`src/rtl/cfgimg_pkg.sv`:
```
package cfgimg_pkg;
    localparam int WORD_W    = 16;
    localparam int IDX_W     = 5;
    localparam int FLAG_W    = 6;
    localparam int TGT_SLOTS = 16;

    // word indices the decoder depends on
    localparam int IDX_ADAPTER = 17;
    localparam int IDX_IDREG   = 18;
    localparam int IDX_MAXT    = 19;
    localparam int IDX_SUM     = 31;

    // flag word bits
    localparam int FB_SYNC = 3;
    localparam int FB_DISC = 4;
    localparam int FB_WIDE = 5;

    // adapter control bits
    localparam int AC_ULTRA  = 1;
    localparam int AC_PARITY = 4;
    localparam int AC_BUSRST = 6;

    // output byte bits
    localparam int TB_OFFS   = 0;
    localparam int TB_RATE   = 4;
    localparam int TB_WIDE   = 7;
    localparam int CB_PARITY = 5;
    localparam int CB_BUSRST = 6;

    typedef logic [FLAG_W-1:0] tflags_t;

    typedef enum logic [1:0] {
        ST_IDLE    = 2'd0,
        ST_COLLECT = 2'd1,
        ST_WRITE   = 2'd2
    } vstate_e;
endpackage

```
`src/rtl/cfgimg_capture.sv`:
```
module cfgimg_capture
    import cfgimg_pkg::*;
#(
    parameter int NUM_TGT = TGT_SLOTS
) (
    input  logic                             clk,
    input  logic                             rst_n,
    input  logic                             clear_i,
    input  logic                             take_i,
    input  logic [IDX_W-1:0]                 idx_i,
    input  logic [WORD_W-1:0]                word_i,
    output logic [WORD_W-1:0]                sum_o,
    output logic [NUM_TGT-1:0][FLAG_W-1:0]   flags_o,
    output logic [WORD_W-1:0]                adapter_o,
    output logic [3:0]                       hostid_o,
    output logic [7:0]                       maxt_o
);
    logic [WORD_W-1:0] sum_q;
    logic [WORD_W-1:0] adp_q;
    logic [3:0]        id_q;
    logic [7:0]        maxt_q;

    // running 16-bit wrapping sum of words 0..30
    always_ff @(posedge clk or negedge rst_n) begin
        if (!rst_n)       sum_q <= '0;
        else if (clear_i) sum_q <= '0;
        else if (take_i)  sum_q <= sum_q + word_i;
    end

    // only the bits the decoder needs are kept per target
    for (genvar t = 0; t < NUM_TGT; t++) begin : g_flag
        always_ff @(posedge clk or negedge rst_n) begin
            if (!rst_n)
                flags_o[t] <= '0;
            else if (take_i && idx_i == IDX_W'(t))
                flags_o[t] <= word_i[FLAG_W-1:0];
        end
    end

    always_ff @(posedge clk or negedge rst_n) begin
        if (!rst_n) begin
            adp_q  <= '0;
            id_q   <= '0;
            maxt_q <= '0;
        end else if (take_i) begin
            if (idx_i == IDX_W'(IDX_ADAPTER)) adp_q  <= word_i;
            if (idx_i == IDX_W'(IDX_IDREG))   id_q   <= word_i[3:0];
            if (idx_i == IDX_W'(IDX_MAXT))    maxt_q <= word_i[7:0];
        end
    end

    assign sum_o     = sum_q;
    assign adapter_o = adp_q;
    assign hostid_o  = id_q;
    assign maxt_o    = maxt_q;
endmodule

```
`src/rtl/cfgimg_tgt_enc.sv`:
```
module cfgimg_tgt_enc
    import cfgimg_pkg::*;
(
    input  tflags_t    flags_i,
    output logic [7:0] byte_o
);
    always_comb begin
        byte_o                    = '0;
        byte_o[TB_RATE +: 3]      = flags_i[2:0];
        byte_o[TB_OFFS]           = flags_i[FB_SYNC];
        byte_o[TB_WIDE]           = flags_i[FB_WIDE];
    end
endmodule

```
`src/rtl/cfgimg_validator.sv`:
```
module cfgimg_validator
    import cfgimg_pkg::*;
#(
    parameter int NUM_TGT = TGT_SLOTS,
    localparam int TA_W   = $clog2(NUM_TGT),
    localparam int NT_W   = TA_W + 1
) (
    input  logic                clk,
    input  logic                rst_n,
    input  logic                start_i,
    input  logic                word_valid_i,
    input  logic [IDX_W-1:0]    word_idx_i,
    input  logic [WORD_W-1:0]   word_i,
    input  logic                ultra_cap_i,
    output logic                tgt_we_o,
    output logic [TA_W-1:0]     tgt_addr_o,
    output logic [7:0]          tgt_data_o,
    output logic [NUM_TGT-1:0]  disc_dsb_o,
    output logic [3:0]          host_id_o,
    output logic [7:0]          scsi_conf_o,
    output logic                ultra_en_o,
    output logic                use_defaults_o,
    output logic                done_o,
    output logic                image_ok_o
);
    vstate_e state_q, state_d;

    logic [WORD_W-1:0]              cap_sum;
    logic [NUM_TGT-1:0][FLAG_W-1:0] cap_flags;
    logic [WORD_W-1:0]              cap_adp;
    logic [3:0]                     cap_id;
    logic [7:0]                     cap_maxt;

    logic                clear_c, take_c, last_word_c, sum_ok_c;
    logic [NT_W-1:0]     ntarg_c;
    logic [NUM_TGT-1:0]  dis_en_c;
    logic [7:0]          conf_c;

    logic [TA_W-1:0]     wr_q, last_q;
    logic                done_q, ok_q, def_q, ultra_q;
    logic [NUM_TGT-1:0]  mask_q;
    logic [3:0]          host_q;
    logic [7:0]          conf_q;

    // ---- input qualification ----
    assign clear_c     = (state_q == ST_IDLE) && start_i;
    assign take_c      = (state_q == ST_COLLECT) && !start_i && word_valid_i
                         && (word_idx_i != IDX_W'(IDX_SUM));
    assign last_word_c = (state_q == ST_COLLECT) && !start_i && word_valid_i
                         && (word_idx_i == IDX_W'(IDX_SUM));
    assign sum_ok_c    = (cap_sum == word_i);

    cfgimg_capture #(.NUM_TGT(NUM_TGT)) u_capture (
        .clk       (clk),
        .rst_n     (rst_n),
        .clear_i   (clear_c),
        .take_i    (take_c),
        .idx_i     (word_idx_i),
        .word_i    (word_i),
        .sum_o     (cap_sum),
        .flags_o   (cap_flags),
        .adapter_o (cap_adp),
        .hostid_o  (cap_id),
        .maxt_o    (cap_maxt)
    );

    // ---- derived fields ----
    always_comb begin
        if ({1'b0, cap_maxt} > 9'(NUM_TGT)) ntarg_c = NT_W'(NUM_TGT);
        else                                ntarg_c = cap_maxt[NT_W-1:0];
    end

    always_comb begin
        for (int t = 0; t < NUM_TGT; t++)
            dis_en_c[t] = cap_flags[t][FB_DISC] && (NT_W'(t) < ntarg_c);
    end

    always_comb begin
        conf_c            = '0;
        conf_c[2:0]       = cap_id[2:0];
        conf_c[CB_PARITY] = cap_adp[AC_PARITY];
        conf_c[CB_BUSRST] = cap_adp[AC_BUSRST];
    end

    // ---- next state ----
    always_comb begin
        state_d = state_q;
        unique case (state_q)
            ST_IDLE:    if (start_i) state_d = ST_COLLECT;              // begin
            ST_COLLECT: if (start_i) state_d = ST_IDLE;                 // abort
                        else if (last_word_c)
                            state_d = (sum_ok_c && ntarg_c != '0)
                                      ? ST_WRITE : ST_IDLE;             // accept / finish
            ST_WRITE:   if (wr_q == last_q) state_d = ST_IDLE;          // drain
            default:    state_d = ST_IDLE;
        endcase
    end

    // ---- state register ----
    always_ff @(posedge clk or negedge rst_n) begin
        if (!rst_n) state_q <= ST_IDLE;
        else        state_q <= state_d;
    end

    // ---- registered outputs ----
    always_ff @(posedge clk or negedge rst_n) begin
        if (!rst_n) begin
            done_q  <= 1'b0;
            ok_q    <= 1'b0;
            def_q   <= 1'b1;
            mask_q  <= '1;
            host_q  <= '0;
            conf_q  <= '0;
            ultra_q <= 1'b0;
            wr_q    <= '0;
            last_q  <= '0;
        end else begin
            done_q <= 1'b0;
            if (clear_c) ok_q <= 1'b0;
            if (last_word_c) begin
                done_q <= 1'b1;
                ok_q   <= sum_ok_c;
                def_q  <= !sum_ok_c;
                if (sum_ok_c) begin
                    mask_q  <= ~dis_en_c;
                    host_q  <= cap_id;
                    conf_q  <= conf_c;
                    ultra_q <= ultra_cap_i & cap_adp[AC_ULTRA];
                    wr_q    <= '0;
                    last_q  <= TA_W'(ntarg_c - NT_W'(1));
                end
            end else if (state_q == ST_WRITE) begin
                wr_q <= wr_q + 1'b1;
            end
        end
    end

    // ---- write port ----
    assign tgt_we_o   = (state_q == ST_WRITE);
    assign tgt_addr_o = wr_q;

    cfgimg_tgt_enc u_enc (
        .flags_i (cap_flags[wr_q]),
        .byte_o  (tgt_data_o)
    );

    assign disc_dsb_o     = mask_q;
    assign host_id_o      = host_q;
    assign scsi_conf_o    = conf_q;
    assign ultra_en_o     = ultra_q;
    assign use_defaults_o = def_q;
    assign done_o         = done_q;
    assign image_ok_o     = ok_q;

    // ---- assertions ----
    p_done_single_r1: assert property (@(posedge clk) disable iff (!rst_n)
        done_o |=> !done_o);

    p_done_cause_r1: assert property (@(posedge clk) disable iff (!rst_n)
        done_o |-> ($past(word_valid_i) && $past(word_idx_i) == IDX_W'(IDX_SUM)));

    p_status_pair_r1: assert property (@(posedge clk) disable iff (!rst_n)
        done_o |-> (use_defaults_o != image_ok_o));

    p_first_write_r3: assert property (@(posedge clk) disable iff (!rst_n)
        $rose(tgt_we_o) |-> (done_o && image_ok_o && tgt_addr_o == '0));

    p_addr_step_r3: assert property (@(posedge clk) disable iff (!rst_n)
        (tgt_we_o && $past(tgt_we_o)) |-> (tgt_addr_o == $past(tgt_addr_o) + 1'b1));

    p_reject_hold_r7: assert property (@(posedge clk) disable iff (!rst_n)
        (done_o && !image_ok_o) |-> (!tgt_we_o && $stable(disc_dsb_o)
                                     && $stable(scsi_conf_o) && $stable(host_id_o)));

    p_abort_r8: assert property (@(posedge clk) disable iff (!rst_n)
        ($past(state_q) == ST_COLLECT && $past(start_i)) |-> (!done_o && !tgt_we_o));
endmodule

```
`config.mk`:
```
export PLATFORM = sky130hd
export DESIGN_NAME = cfgimg_validator
export DESIGN_NICKNAME = d
export VERILOG_FILES = /design/src/rtl/cfgimg_pkg.sv /design/src/rtl/cfgimg_capture.sv /design/src/rtl/cfgimg_tgt_enc.sv /design/src/rtl/cfgimg_validator.sv
export SDC_FILE = /design/constraint.sdc
export NUM_CORES = 1
export LEC_CHECK = 0
export BUFFER_PORTS_ARGS = -buffer_cell sky130_fd_sc_hd__buf_2
export CAP_MARGIN = 15
export CORE_AREA = 4 4 169 171
export CTS_CLUSTER_DIAMETER = 60
export DETAILED_ROUTE_END_ITERATION = 16
export DIE_AREA = 0 0 173 175
export PLACE_DENSITY = 0.44
export SETUP_SLACK_MARGIN = 0.1
export SLEW_MARGIN = 20
export SYNTH_ARGS = -nofsm -noshare
export SYNTH_HDL_FRONTEND = slang
export SYNTH_SLANG_ARGS = --single-unit
```
`constraint.sdc`:
```
create_clock -name clk -period 2.1 [get_ports clk]
set_input_delay 0.42 -clock clk [delete_from_list [all_inputs] [get_ports clk]]
set_output_delay 0.42 -clock clk [all_outputs]
set_load 0.02 [all_outputs]
```
==> results.json <==
{
  "start_util": 0.299,
  "stdcell_count": 1186,
  "synthTopCellsByArea": "dfrtp_1 (45%), mux2_2 (17%), dfstp_2 (5.6%)",
  "yosys.area.top_type": "dfrtp_1",
  "place_inst": 1131,
  "required_ps": 1680,
  "synth-edff-count": 0,
  "ys_types": 58,
  "min_to": "ultra_en_o$_DFFE_PN0P_",
  "start_kind": "flop",
  "die_w_um": 173,
  "die_area_mm2": 0.0303,
  "synth-async-reset-ratio": 1.00,
  "gp_congestion": 0.822,
  "power_density_mw_per_mm2": 939,
  "avgSynthCellArea_um2": 12.0,
  "slowest_stage": "dfrtp_2",
  "clkLatencyLatePin_ps": 430,
  "setup_viol": 5,
  "drv_cap": 0,
  "first_pass_iters": 4,
  "drive_above_1_share": 0.562,
  "critPathMaxFanout": 7,
  "worstHoldStart": "ultra_cap_i",
  "drc": 0,
  "cp_num_buf_inv": 4,
  "syn_area_mm2": 0.00803,
  "leakage_nw": 5.16,
  "rows": 60,
  "cpMostUsedCell": "buf_12",
  "cts_buffers": 17,
  "clock_path_buffers": 2,
  "finish.utilization": 0.413,
  "fmax_mhz": 404,
  "max_stage_delay_ps": 410,
  "ir_drop_mv": 0.380,
  "holdPathStages": 3,
  "holdWs_ps": 246,
  "ys_warn_count": 0,
  "antennaDiodeCount": 0,
  "fin_crit_ps": 2480,
  "status": "complete, but fails checks",
  "ant_nets": 0,
  "clkTransAtPathRegs_ps": 80,
  "ios": 71,
  "clock-sinks": 163,
  "port_buffers": 64,
  "dpl.hpwl_um": 16200,
  "wirelength_um": 23100,
  "grt_pass1_wl_um": 36500,
  "tritoncts": "built",
  "worstSetupPathType": "reg -> out",
  "drv_slew": 0,
  "die_h_um": 175,
  "grt_setup_unrepaired": "true",
  "violations": "setup timing",
  "min_period_over_period": 1.18,
  "worst_slew_pin_slew_ps": 686,
  "synthFlopType": "dfrtp_1",
  "setup_slack_ps": -378,
  "slew_headroom": 0.539,
  "synthCells": 672,
  "ys_seq_area_frac": 0.510,
  "crit_family": "buffers and inverters",
  "timing.rr.end": "last_q[0]$_DFFE_PN0P_",
  "ys_ff_latch": 163,
  "finalClockSkew_ps": 16.7,
  "cp_data_arrival_time_ps": 2060,
  "finalNetCount": 876,
  "cts_root_buf": "clkbuf_16",
  "hold_class": "in -> reg",
  "yosysTopAreaCellShare": 0.455,
  "grt_use_total": 0.154,
  "end_kind": "output port",
  "grt_remaining_overflow": 0,
  "reg2reg_depth": 10,
  "htreeDepth": 4,
  "syn2layout_area_growth_pct": 38.3,
  "grt_max_degree": 56,
  "first_global_vias": 6393,
  "path_cells": "buf_12, buf_12, buf_4, mux2i_2, a221oi_2, a22oi_2, nand2_2, buf_6",
  "grt_antenna_before_repair": 1,
  "vias_per_cell": 4.98,
  "rrSetupSlack_ps": 20,
  "drt_iter0_drc": 192,
  "core_area_mm2": 0.0269,
  "hold_violations": 0,
  "wl_per_cell_um": 19.5,
  "regToRegStartpoint": "u_capture.sum_o[1]$_DFFE_PN0P_",
  "num_vias": 5903
}
[power breakdown]
part | internal [mW] | switching (mW) | total [mW]
Clock | 1.79 | 1.42 | 3.21
Sequential | 3.44 | 0.265 | 3.71
Combinational | 1.80 | 1.71 | 3.51
Total | 7.03 | 3.40 | 10.4
[how the worst max path moves through the flow]
stage,startpoint,to,slack (ps),depth (start not counted)
2_1_floorplan,word_i[6],u_capture.sum_o[13]$_DFFE_PN0P_,70,8
3_3_place_gp,word_i[0],u_capture.sum_o[10]$_DFFE_PN0P_,-180,10
3_5_place_dp,word_i[0],u_capture.sum_o[14]$_DFFE_PN0P_,-190,9
4_1_cts,tgt_addr_o[0]$_DFFE_PN0P_,tgt_data_o[7],-430,8
5_1_grt,tgt_addr_o[1]$_DFFE_PN0P_,tgt_data_o[6],-500,7
6_report,tgt_addr_o[0]$_DFFE_PN0P_,tgt_data_o[5],-380,8
[cells by family after synthesis]
group | Yosys count | share of synthesized area
DFF | 163 | 0.510
and+or+nand+nor | 159 | 0.102
muxes | 148 | 0.219
AOI/OAI and AO/OA | 114 | 0.0886
buffers and inverters | 52 | 0.0321
adders and majority gates | 18 | 0.0290
xor gates and xnor gates | 17 | 0.0185
other | 1 | 0.000467
[placed cells by master, fill, tap and decap left out, types with 18 or more instances in the layout]
master / instances
nor2_4: 18
dfrtp_1: 143
mux2_2: 111
buf_2: 57
clkbuf_16: 18
nand3_1: 19
nor2_1: 27
buf_6: 20
nand2_1: 33
buf_4: 88
[routing by layer]
metal	up-vias	track usage	share of wire
met5	-	0	0.00030
met4	2	0.0432	0.012
met3	19	0.0283	0.029
met2	75	0.264	0.51
met1	3045	0.199	0.45
li1	2762	-	-
[flip-flops by register name, indices dropped and copies added, names as in the netlist]
| register | count |
|---|---|
| u_capture.hostid_o | 4 |
| disc_dsb_o | 16 |
| image_ok_o | 1 |
| done_o | 1 |
| state_q | 2 |
| host_id_o | 4 |
| u_capture.maxt_o | 8 |
| ultra_en_o | 1 |
| scsi_conf_o | 2 |
| u_capture.flags_o | 96 |
| u_capture.sum_o | 16 |
| last_q | 4 |
| tgt_addr_o | 4 |
| u_capture.adapter_o | 3 |
| use_defaults_o | 1 |
[worst reg2reg max path, stage by stage, from the launching register on]
cell and delay, ps:
dfrtp_1 430, ha_4 290, nor4_4 270, nand2_2 120
nor3_4 180, buf_6 150, buf_6 110, buf_16 120
buf_12 140, nor2_4 30, a31oi_1 160
[Yosys cell counts, drive strengths merged, types with 10 or more instances]
cell type    n
a21oi       21
ha          17
xor2        11
dfrtp      146
buf         25
nand2       40
dfstp       17
nand3       24
mux4        10
mux2i       16
nor2        46
mux2       122
a31oi       16
clkbuf      22
o21ai       38
[final cells by class]
class / count / area, um2
fillers: 2564 / 15800
multi-input cells: 462 / 4450
flip-flops and latches: 163 / 4100
repair buffers: 183 / 1510
well taps: 341 / 427
clock buffers: 17 / 425
clock inverters: 15 / 169
inverters: 5 / 18.8
[through the flow]
| step | worst slack, ps | area [um2] | setup TNS [ps] | power, mW |
|---|---|---|---|---|
| global placement | -177 | 9510 | -4100 | 6.47 |
| global route | -505 | 11100 | -2670 | 11.0 |
| CTS | -433 | 10600 | -2100 | 10.3 |
| floorplan | 70.5 | 8220 | 0 | 5.41 |
| detailed placement | -189 | 9510 | -4050 | 6.50 |
| finish | -378 | 11100 | -1770 | 10.4 |
[repair_timing]
action | CTS | global route
pin swaps | 34 | 43
endpoints found under the hold margin | 31 | 0
endpoints found under the setup margin | 42 | 109
gates cloned | 4 | 1
hold buffers | 1 | 0
resized for setup | 83 | 99
buffers inserted | 9 | 11
Note: power is estimated with default switching activity, not from simulation.
